**config.mk**
```make
export PLATFORM = sky130hd
export DESIGN_NAME = stream_tally_pipe
export DESIGN_NICKNAME = d
export VERILOG_FILES = /design/src/rtl/stream_tally_pkg.sv /design/src/rtl/tally_cost_stage.sv /design/src/rtl/tally_delay_line.sv /design/src/rtl/tally_total_stage.sv /design/src/rtl/stream_tally_pipe.sv
export SDC_FILE = /design/constraint.sdc
export NUM_CORES = 1
export LEC_CHECK = 0
export BUFFER_PORTS_ARGS = -buffer_cell sky130_fd_sc_hd__buf_2
export CAP_MARGIN = 20
export CELL_PAD_IN_SITES_DETAIL_PLACEMENT = 0
export CELL_PAD_IN_SITES_GLOBAL_PLACEMENT = 1
export CORE_MARGIN = 4
export CORE_UTILIZATION = 55
export DETAILED_ROUTE_END_ITERATION = 10
export GPL_ROUTABILITY_DRIVEN = 0
export GPL_TIMING_DRIVEN = 1
export PLACE_DENSITY = 0.88
export REMOVE_ABC_BUFFERS = 1
export SLEW_MARGIN = 20
export SYNTH_ARGS = -nofsm -noshare
export SYNTH_HDL_FRONTEND = slang
export SYNTH_HIERARCHICAL = 1
export SYNTH_SLANG_ARGS = --single-unit
export TNS_END_PERCENT = 10
```
**constraint.sdc**
```tcl
create_clock -name clk -period 4.45 [get_ports clk]
set_clock_uncertainty 0.05 [all_clocks]
set_input_delay 0.2225 -clock clk [delete_from_list [all_inputs] [get_ports clk]]
set_output_delay 0.2225 -clock clk [all_outputs]
set_load 0.01 [all_outputs]
```
**src/rtl/stream_tally_pkg.sv**
```systemverilog
package stream_tally_pkg;
  localparam int unsigned TALLY_DATA_W = 64;
  localparam int unsigned TALLY_DEPTH  = 11;
  localparam int unsigned TALLY_RATE   = 7;
endpackage

```
**src/rtl/tally_cost_stage.sv**
```systemverilog
module tally_cost_stage #(
  parameter int unsigned W    = 32,
  parameter int unsigned RATE = 7
) (
  input  logic         clk,
  input  logic         rst_n,
  input  logic         en,
  input  logic [W-1:0] dur,
  output logic [W-1:0] cost_q
);
  localparam logic [W-1:0] RATE_V = W'(RATE);

  logic [W-1:0] cost_d;

  always_comb begin
    cost_d = cost_q;
    if (en) cost_d = dur * RATE_V;
  end

  always_ff @(posedge clk or negedge rst_n) begin
    if (!rst_n) cost_q <= '0;
    else        cost_q <= cost_d;
  end

  // a zero record enters as zero cost
  p_zero_cost_r7: assert property (@(posedge clk) disable iff (!rst_n)
    (en && dur == '0) |=> (cost_q == '0));
endmodule

```
**src/rtl/tally_delay_line.sv**
```systemverilog
module tally_delay_line #(
  parameter int unsigned W = 32,
  parameter int unsigned N = 9
) (
  input  logic         clk,
  input  logic         rst_n,
  input  logic         en,
  input  logic [W-1:0] din,
  output logic [W-1:0] dout
);
  if (N == 0) begin : g_wire
    assign dout = din;
  end else begin : g_regs
    logic [W-1:0] q [N];
    logic [W-1:0] d [N];
    for (genvar i = 0; i < N; i++) begin : g_stage
      logic [W-1:0] src;
      if (i == 0) begin : g_head
        assign src = din;
      end else begin : g_tail
        assign src = q[i-1];
      end
      always_comb begin
        d[i] = q[i];
        if (en) d[i] = src;
      end
      always_ff @(posedge clk or negedge rst_n) begin
        if (!rst_n) q[i] <= '0;
        else        q[i] <= d[i];
      end
    end
    assign dout = q[N-1];

    // the chain is frozen while no transfer happens
    p_chain_hold_r9: assert property (@(posedge clk) disable iff (!rst_n)
      !en |=> $stable(dout));
  end
endmodule

```
**src/rtl/tally_total_stage.sv**
```systemverilog
module tally_total_stage #(
  parameter int unsigned COST_W = 32,
  parameter int unsigned ACC_W  = 32
) (
  input  logic              clk,
  input  logic              rst_n,
  input  logic              en,
  input  logic [COST_W-1:0] cost_in,
  output logic [COST_W-1:0] cost_q,
  output logic [ACC_W-1:0]  acc_q
);
  logic [COST_W-1:0] cost_d;
  logic [ACC_W-1:0]  acc_d;

  always_comb begin
    cost_d = cost_q;
    acc_d  = acc_q;
    if (en) begin
      cost_d = cost_in;
      acc_d  = acc_q + ACC_W'(cost_in);
    end
  end

  always_ff @(posedge clk or negedge rst_n) begin
    if (!rst_n) begin
      cost_q <= '0;
      acc_q  <= '0;
    end else begin
      cost_q <= cost_d;
      acc_q  <= acc_d;
    end
  end

  // the total grows by exactly the cost that is now shown
  p_acc_step_r6: assert property (@(posedge clk) disable iff (!rst_n)
    en |=> (acc_q == $past(acc_q) + ACC_W'(cost_q)));
  // no transfer, no change to the total
  p_acc_hold_r1: assert property (@(posedge clk) disable iff (!rst_n)
    !en |=> $stable(acc_q));
endmodule

```
**src/rtl/stream_tally_pipe.sv**
```systemverilog
module stream_tally_pipe
  import stream_tally_pkg::*;
#(
  parameter int unsigned DATA_W = TALLY_DATA_W,
  parameter int unsigned DEPTH  = TALLY_DEPTH,
  parameter int unsigned RATE   = TALLY_RATE
) (
  input  logic              clk,
  input  logic              rst_n,
  input  logic [DATA_W-1:0] s_tdata,
  input  logic              s_tvalid,
  output logic              s_tready,
  input  logic              s_tlast,
  output logic [DATA_W-1:0] m_tdata,
  output logic              m_tvalid,
  input  logic              m_tready,
  output logic              m_tlast
);
  localparam int unsigned COST_W = DATA_W / 2;
  localparam int unsigned ACC_W  = DATA_W - COST_W;
  localparam int unsigned MID    = DEPTH - 2;

  logic              adv;
  logic [COST_W-1:0] cost_head;
  logic [COST_W-1:0] cost_tail;
  logic [COST_W-1:0] cost_out;
  logic [ACC_W-1:0]  acc_out;
  logic              unused_hi;

  assign adv      = s_tvalid & m_tready;
  assign s_tready = m_tready;
  assign m_tvalid = s_tvalid;
  assign m_tlast  = s_tlast;
  assign unused_hi = ^s_tdata[DATA_W-1:COST_W];

  tally_cost_stage #(.W(COST_W), .RATE(RATE)) u_cost (
    .clk(clk), .rst_n(rst_n), .en(adv),
    .dur(s_tdata[COST_W-1:0]), .cost_q(cost_head)
  );

  tally_delay_line #(.W(COST_W), .N(MID)) u_delay (
    .clk(clk), .rst_n(rst_n), .en(adv),
    .din(cost_head), .dout(cost_tail)
  );

  tally_total_stage #(.COST_W(COST_W), .ACC_W(ACC_W)) u_total (
    .clk(clk), .rst_n(rst_n), .en(adv),
    .cost_in(cost_tail), .cost_q(cost_out), .acc_q(acc_out)
  );

  assign m_tdata = {acc_out, cost_out};

  // output word moves only on a real transfer
  p_out_hold_r1: assert property (@(posedge clk) disable iff (!rst_n)
    !(s_tvalid && m_tready) |=> $stable(m_tdata));
  // reset holds the output word at zero
  p_reset_clear_r8: assert property (@(posedge clk)
    !rst_n |-> (m_tdata == '0));
endmodule

```
### Word-level counts from Yosys, hierarchy flattened

Index checks and enable logic that the tools add are counted.

| storage, ports and cells | value |
|---|---|
| output and inout port bits | 67 |
| bits in registers | 384 |
| logic and storage cells | 15 |

| operators by class | value |
|---|---|
| add/sub/neg operators | 1 |
| $mul | 1 |
| bitwise operators | 1 |

Operator list:

| cell | number |
|---|---|
| 32-bit adder | 1 |
| 32-bit by 3-bit multiplier with 32-bit output, second input constant | 1 |
| 1-bit AND | 1 |

### Longest topological paths before layout

| depth | value |
|---|---|
| depth in word-level cells | 1 |
| mapped depth | 11 |
| mapped depth without buffers | 11 |

### Hierarchy

The synthesis kept the hierarchy.

Modules (own cells, without submodules):

| module | cells an instance | area an instance (um^2) | times used | sequential area each (um^2) |
|---|---|---|---|---|
| tally_delay_line | 608 | 11527.3 | 1 | 7206.9 |
| tally_total_stage | 368 | 3997.6 | 1 | 1601.5 |
| tally_cost_stage | 349 | 3492.1 | 1 | 800.8 |
| stream_tally_pipe | 4 | 28.8 | 1 | 0.0 |

### Worst setup path after synthesis

Ideal clock, no wire load.

| timing | value |
|---|---|
| kind | input port to flip-flop |
| from | input port s_tdata[0] |
| to | register u_cost.cost_q[24] |
| stages on the path | 11 |
| data required time | 4269 ps |
| path slack | 1505 ps |
| arrival | 2763 ps |
| path through | fa_1 > ha_1 > inv_1 > fa_1 > nor2b_1 > o2111ai_1 > a21oi_1 > o21ai_1 > a21o_1 > o31a_1 > or3_1 |

| between the ends | value |
|---|---|
| word-level cells in the longest chain between the ends | 1 |

RTL lines:

| item | line | source |
|---|---|---|
| from (decl) | stream_tally_pipe.sv:10 | `input logic [DATA_W-1:0] s_tdata,` |
| 32-bit by 3-bit multiplier with 32-bit output | tally_cost_stage.sv:17 | `if (en) cost_d = dur * RATE_V;` |
| to (signal assigned) | tally_cost_stage.sv:22 | `else cost_q <= cost_d;` |
| to (decl) | tally_cost_stage.sv:9 | `output logic [W-1:0] cost_q` |

Every way passes these cells.
A chain may end at the register's enable or synchronous reset.

### Final worst setup path

Ends and elaborated chain as after synthesis.

==> out/results.md <==
| Result | This run | Unit |
| --- | --- | --- |
| Status | finished clean | - |
| Clock latency reported for the late side of the worst-skew pair | 520 | ps |
| Number of H-tree levels | 2 | - |
| Num ports | 136 | - |
| Most used cell, CP | sky130_fd_sc_hd__fa_1 | - |
| Most area-hungry cell type in the Yosys netlist | sky130_fd_sc_hd__dfrtp_1 | - |
| Die area | 0.03767 | mm² |
| Gates resized, CTS repair | 0 | - |
| Leading cell type by number of instances after synthesis | sky130_fd_sc_hd__dfrtp_1 | - |
| Fin nets | 1579 | - |
| Antenna diodes | 0 | - |
| Commonest cells in the synthesized netlist | sky130_fd_sc_hd__dfrtp_1 (384), sky130_fd_sc_hd__mux2_4 (203), sky130_fd_sc_hd__mux2_2 (160) | - |
| Final sum of negative setup slack | 0 | ps |
| Post-synthesis async set-or-reset flop share | 100.0 | % |
| Initial antenna violation count | 0 | - |
| Starting density of the core | 56.24 | % |
| Worst path buffer plus inverter count | 3 | - |
| Number of flops mapped to enable cells by yosys | 0 | - |
| Area delta synth->final | 10.14 | % |
| Via total after detailed routing | 10510 | - |
| Drt drc | 0 | - |
| Post-synth cell types | 71 | - |
| Register-to-Register Setup Slack | 1310 | ps |
| Cell leakage power | 9.758 | nW |
| Worst slew pin tran | 939.4 | ps |
| Kind of critical path | primary input to flip-flop | - |
| Critical Path Sink Type | flip-flop | - |
| Total of endpoints with negative setup slack in the final report | 0 | - |
| Power density over cell area | 722.2 | mW/mm² |
| Ratio of final minimum period to clock period | 75.84 | % |
| Switching Fraction | 32.18 | % |
| Cells after Synth | 1329 | - |
| Buffer count from post-CTS setup fixing | 0 | - |
| Unrepaired setup endpoints after global routing | false | - |
| Total routing usage reported by global routing | 16.85 | % |
| Post-layout min period | 3375 | ps |
| Top_reg_cell synth | sky130_fd_sc_hd__dfrtp_1 | - |
| DRT antenna net count | 0 | - |
| Seq pwr share | 41.6 | % |
| Worst path arrival time | 3700 | ps |
| Cell at the slowest stage of the critical path | sky130_fd_sc_hd__fa_1 | - |
| Power share of the clock group | 19.9 | % |
| Worst Path Required | 4780 | ps |
| CP max FO | 5 | - |
| Detailed Place HPWL | 21960 | µm |
| Share of layout cells above drive strength 1 | 37.73 | % |
| Count of warnings emitted by yosys | 6 | - |
| CTS Buf Count | 37 | - |
| Switching power | 4.875 | mW |
| Die Height | 194.1 | µm |
| Placement row count | 67 | - |
| Share of total power in combinational logic | 38.5 | % |
| Global-route wire length before repair | 55080 | µm |
| Via count of the first global-routing pass | 10950 | - |
| Critical Path Source Type | primary input | - |
| Total Routed Length | 31630 | µm |
| Hold Crit Class | primary input to flip-flop | - |
| Register bit total from synthesis | 384 | - |
| IO buf count | 101 | - |
| Maximum frequency from static timing analysis | 296.3 | MHz |
| Worst hold slack after final layout | 84.55 | ps |
| Kind of cell with the highest combined delay on the critical path | adder cells | - |
| Largest net degree at the start of global routing | 132 | - |
| Cells traversed along the worst timing path | dlygate4sd3_1 -> buf_2 -> fa_1 -> ha_1 -> inv_1 -> fa_1 -> nor2b_1 -> o2111ai_1 -> a21oi_1 -> o21ai_1 -> a21o_1 -> o31a_1 -> or3_1 | - |
| Total count of max-transition violations in the final report | 0 | - |
| Avg WL per Cell | 16.73 | µm |
| Worst rel slew slack | 37.37 | % |
| Mapped Area | 0.01905 | mm² |
| Clock tree root driver cell | sky130_fd_sc_hd__clkbuf_16 | - |
| Sink Count | 384 | - |
| Core footprint | 0.03387 | mm² |
| Bufs on Longest Clock Path | 3 | - |
| Final Hold Fails | 0 | - |
| Cell-internal power | 10.27 | mW |
| Number of DRC markers in iteration 0 | 516 | - |
| GRT overflow | 0 | - |
| Mean Syn Cell Area | 14.33 | µm² |
| Largest stage delay, worst path | 540 | ps |
| Register clock-pin slew on the reported worst setup and hold paths | 60 | ps |
| Final Total Pwr | 15.15 | mW |
| Largest voltage drop on the vdd net | 0.3640 | mV |
| Cell types occupying the most area after synthesis | sky130_fd_sc_hd__dfrtp_1 (50%), sky130_fd_sc_hd__mux2_4 (16%), sky130_fd_sc_hd__mux2_2 (9.5%), sky130_fd_sc_hd__ha_1 (4.0%), sky130_fd_sc_hd__fa_1 (3.3%) | - |
| Portion of synthesized cell area occupied by the leading cell type | 50.45 | % |
| Clock tree from TritonCTS | built | - |
| Routed via count divided by cell count | 5.562 | - |
| Share of the yosys chip area belonging to registers | 50.45 | % |
| Max cap viols | 0 | - |
| X dimension of the die | 194.1 | µm |
| Detailed-router iteration count before antenna repair | 4 | - |
## routing by layer
layer,global-route usage (%),share of wire [%],vias to the layer above
li1,-,-,5025
met3,2.276,3.2,46
met4,4.635,2.1,0
met1,24.27,48,5289
met2,27.22,47,153
met5,0,0,-
## state kept, by name, indices dropped and copies added, names as in the netlist
| name | count |
|---|---|
| u_delay/dout | 32 |
| u_delay/g_regs.g_stage.src | 256 |
| u_total/cost_q | 32 |
| u_total/acc_q | 32 |
| u_cost/cost_q | 32 |
## timing repair
action	4_1_cts	5_1_grt
hold buffers	2	0
setup endpoints to repair	0	0
endpoints found under the hold margin	128	0
## kinds of logic (layout without fill, tap and decap cells)
logic type      Yosys count  after routing  share of synthesized area [%]
xor+xnor                 51             51                          2.345
buf+inv                  79            192                          2.818
mux                     364            364                          25.52
flops                   384            384                          50.45
compound gates          210            210                          7.798
simple gates            149            149                          3.804
fa+ha+maj                92             92                          7.266
## per-stage QoR
stage	utilization, %	instance area (µm²)	cells	setup slack [ps]
2_1_floorplan	-	18570	1265	-11310
3_3_place_gp	58.43	19790	1825	1125
3_5_place_dp	58.43	19790	1825	1107
4_1_cts	61.94	20980	1890	1080
5_1_grt	61.94	20980	1890	783.5
6_report	61.94	20980	1890	1075
## final cells by class
class | instances | area, µm²
Inverter | 15 | 56.30
Sequential cell | 384 | 9609
Tap cell | 448 | 560.5
Clock buffer | 56 | 1080
Timing Repair Buffer | 114 | 680.7
Multi-Input combinational cell | 866 | 8902
Clock inverter | 7 | 88.84
Fill cell | 2586 | 12890
## power groups by stage
stage | registers [mW] | clock network (mW) | logic [mW]
after CTS | 6.32 | 3.12 | 5.86
after global routing | 6.55 | 3.26 | 6.38
after detailed placement | 6.36 | 0 | 5.81
final | 6.30 | 3.02 | 5.84
after floorplan | 6.08 | 0 | 4.78
after global placement | 6.24 | 0 | 5.60
## final timing paths
check | endpoint | depth (start not counted) | start
max reg2reg | u_total/acc_q[30] | 10 | u_delay/dout[0]
min | u_cost/cost_q[1] | 3 | s_tdata[1]
max in group asynchronous | u_total/acc_q[25] | 3 | rst_n
max | u_cost/cost_q[24] | 13 | s_tdata[0]
min reg2reg | u_total/acc_q[31] | 1 | u_total/acc_q[31]
min in group asynchronous | u_delay/g_regs.g_stage[1].src[0] | 2 | rst_n
## worst register-to-register path, stage by stage, from the launching register on
cell and delay, ps:
sky130_fd_sc_hd__dfrtp_1 400, sky130_fd_sc_hd__ha_1 270, sky130_fd_sc_hd__fa_1 410, sky130_fd_sc_hd__a21o_1 220, sky130_fd_sc_hd__a221oi_2 430, sky130_fd_sc_hd__o211a_1 240
sky130_fd_sc_hd__nor3_1 100, sky130_fd_sc_hd__a21oi_1 350, sky130_fd_sc_hd__a21oi_1 170, sky130_fd_sc_hd__o21a_1 210, sky130_fd_sc_hd__o31ai_1 200
## layout by cell type, fill, tap and decap left out, types with 19 or more instances in the layout
| master | count |
|---|---|
| sky130_fd_sc_hd__a21o_1 | 39 |
| sky130_fd_sc_hd__dfrtp_1 | 384 |
| sky130_fd_sc_hd__xnor2_1 | 23 |
| sky130_fd_sc_hd__nor2_1 | 31 |
| sky130_fd_sc_hd__clkbuf_16 | 39 |
| sky130_fd_sc_hd__mux2_2 | 160 |
| sky130_fd_sc_hd__fa_1 | 31 |
| sky130_fd_sc_hd__nand2_1 | 46 |
| sky130_fd_sc_hd__ha_1 | 61 |
| sky130_fd_sc_hd__a21oi_1 | 57 |
| sky130_fd_sc_hd__buf_2 | 100 |
| sky130_fd_sc_hd__mux2_4 | 203 |
| sky130_fd_sc_hd__nand4_1 | 19 |
| sky130_fd_sc_hd__xor2_1 | 28 |
(Power assumes the default switching activity.)
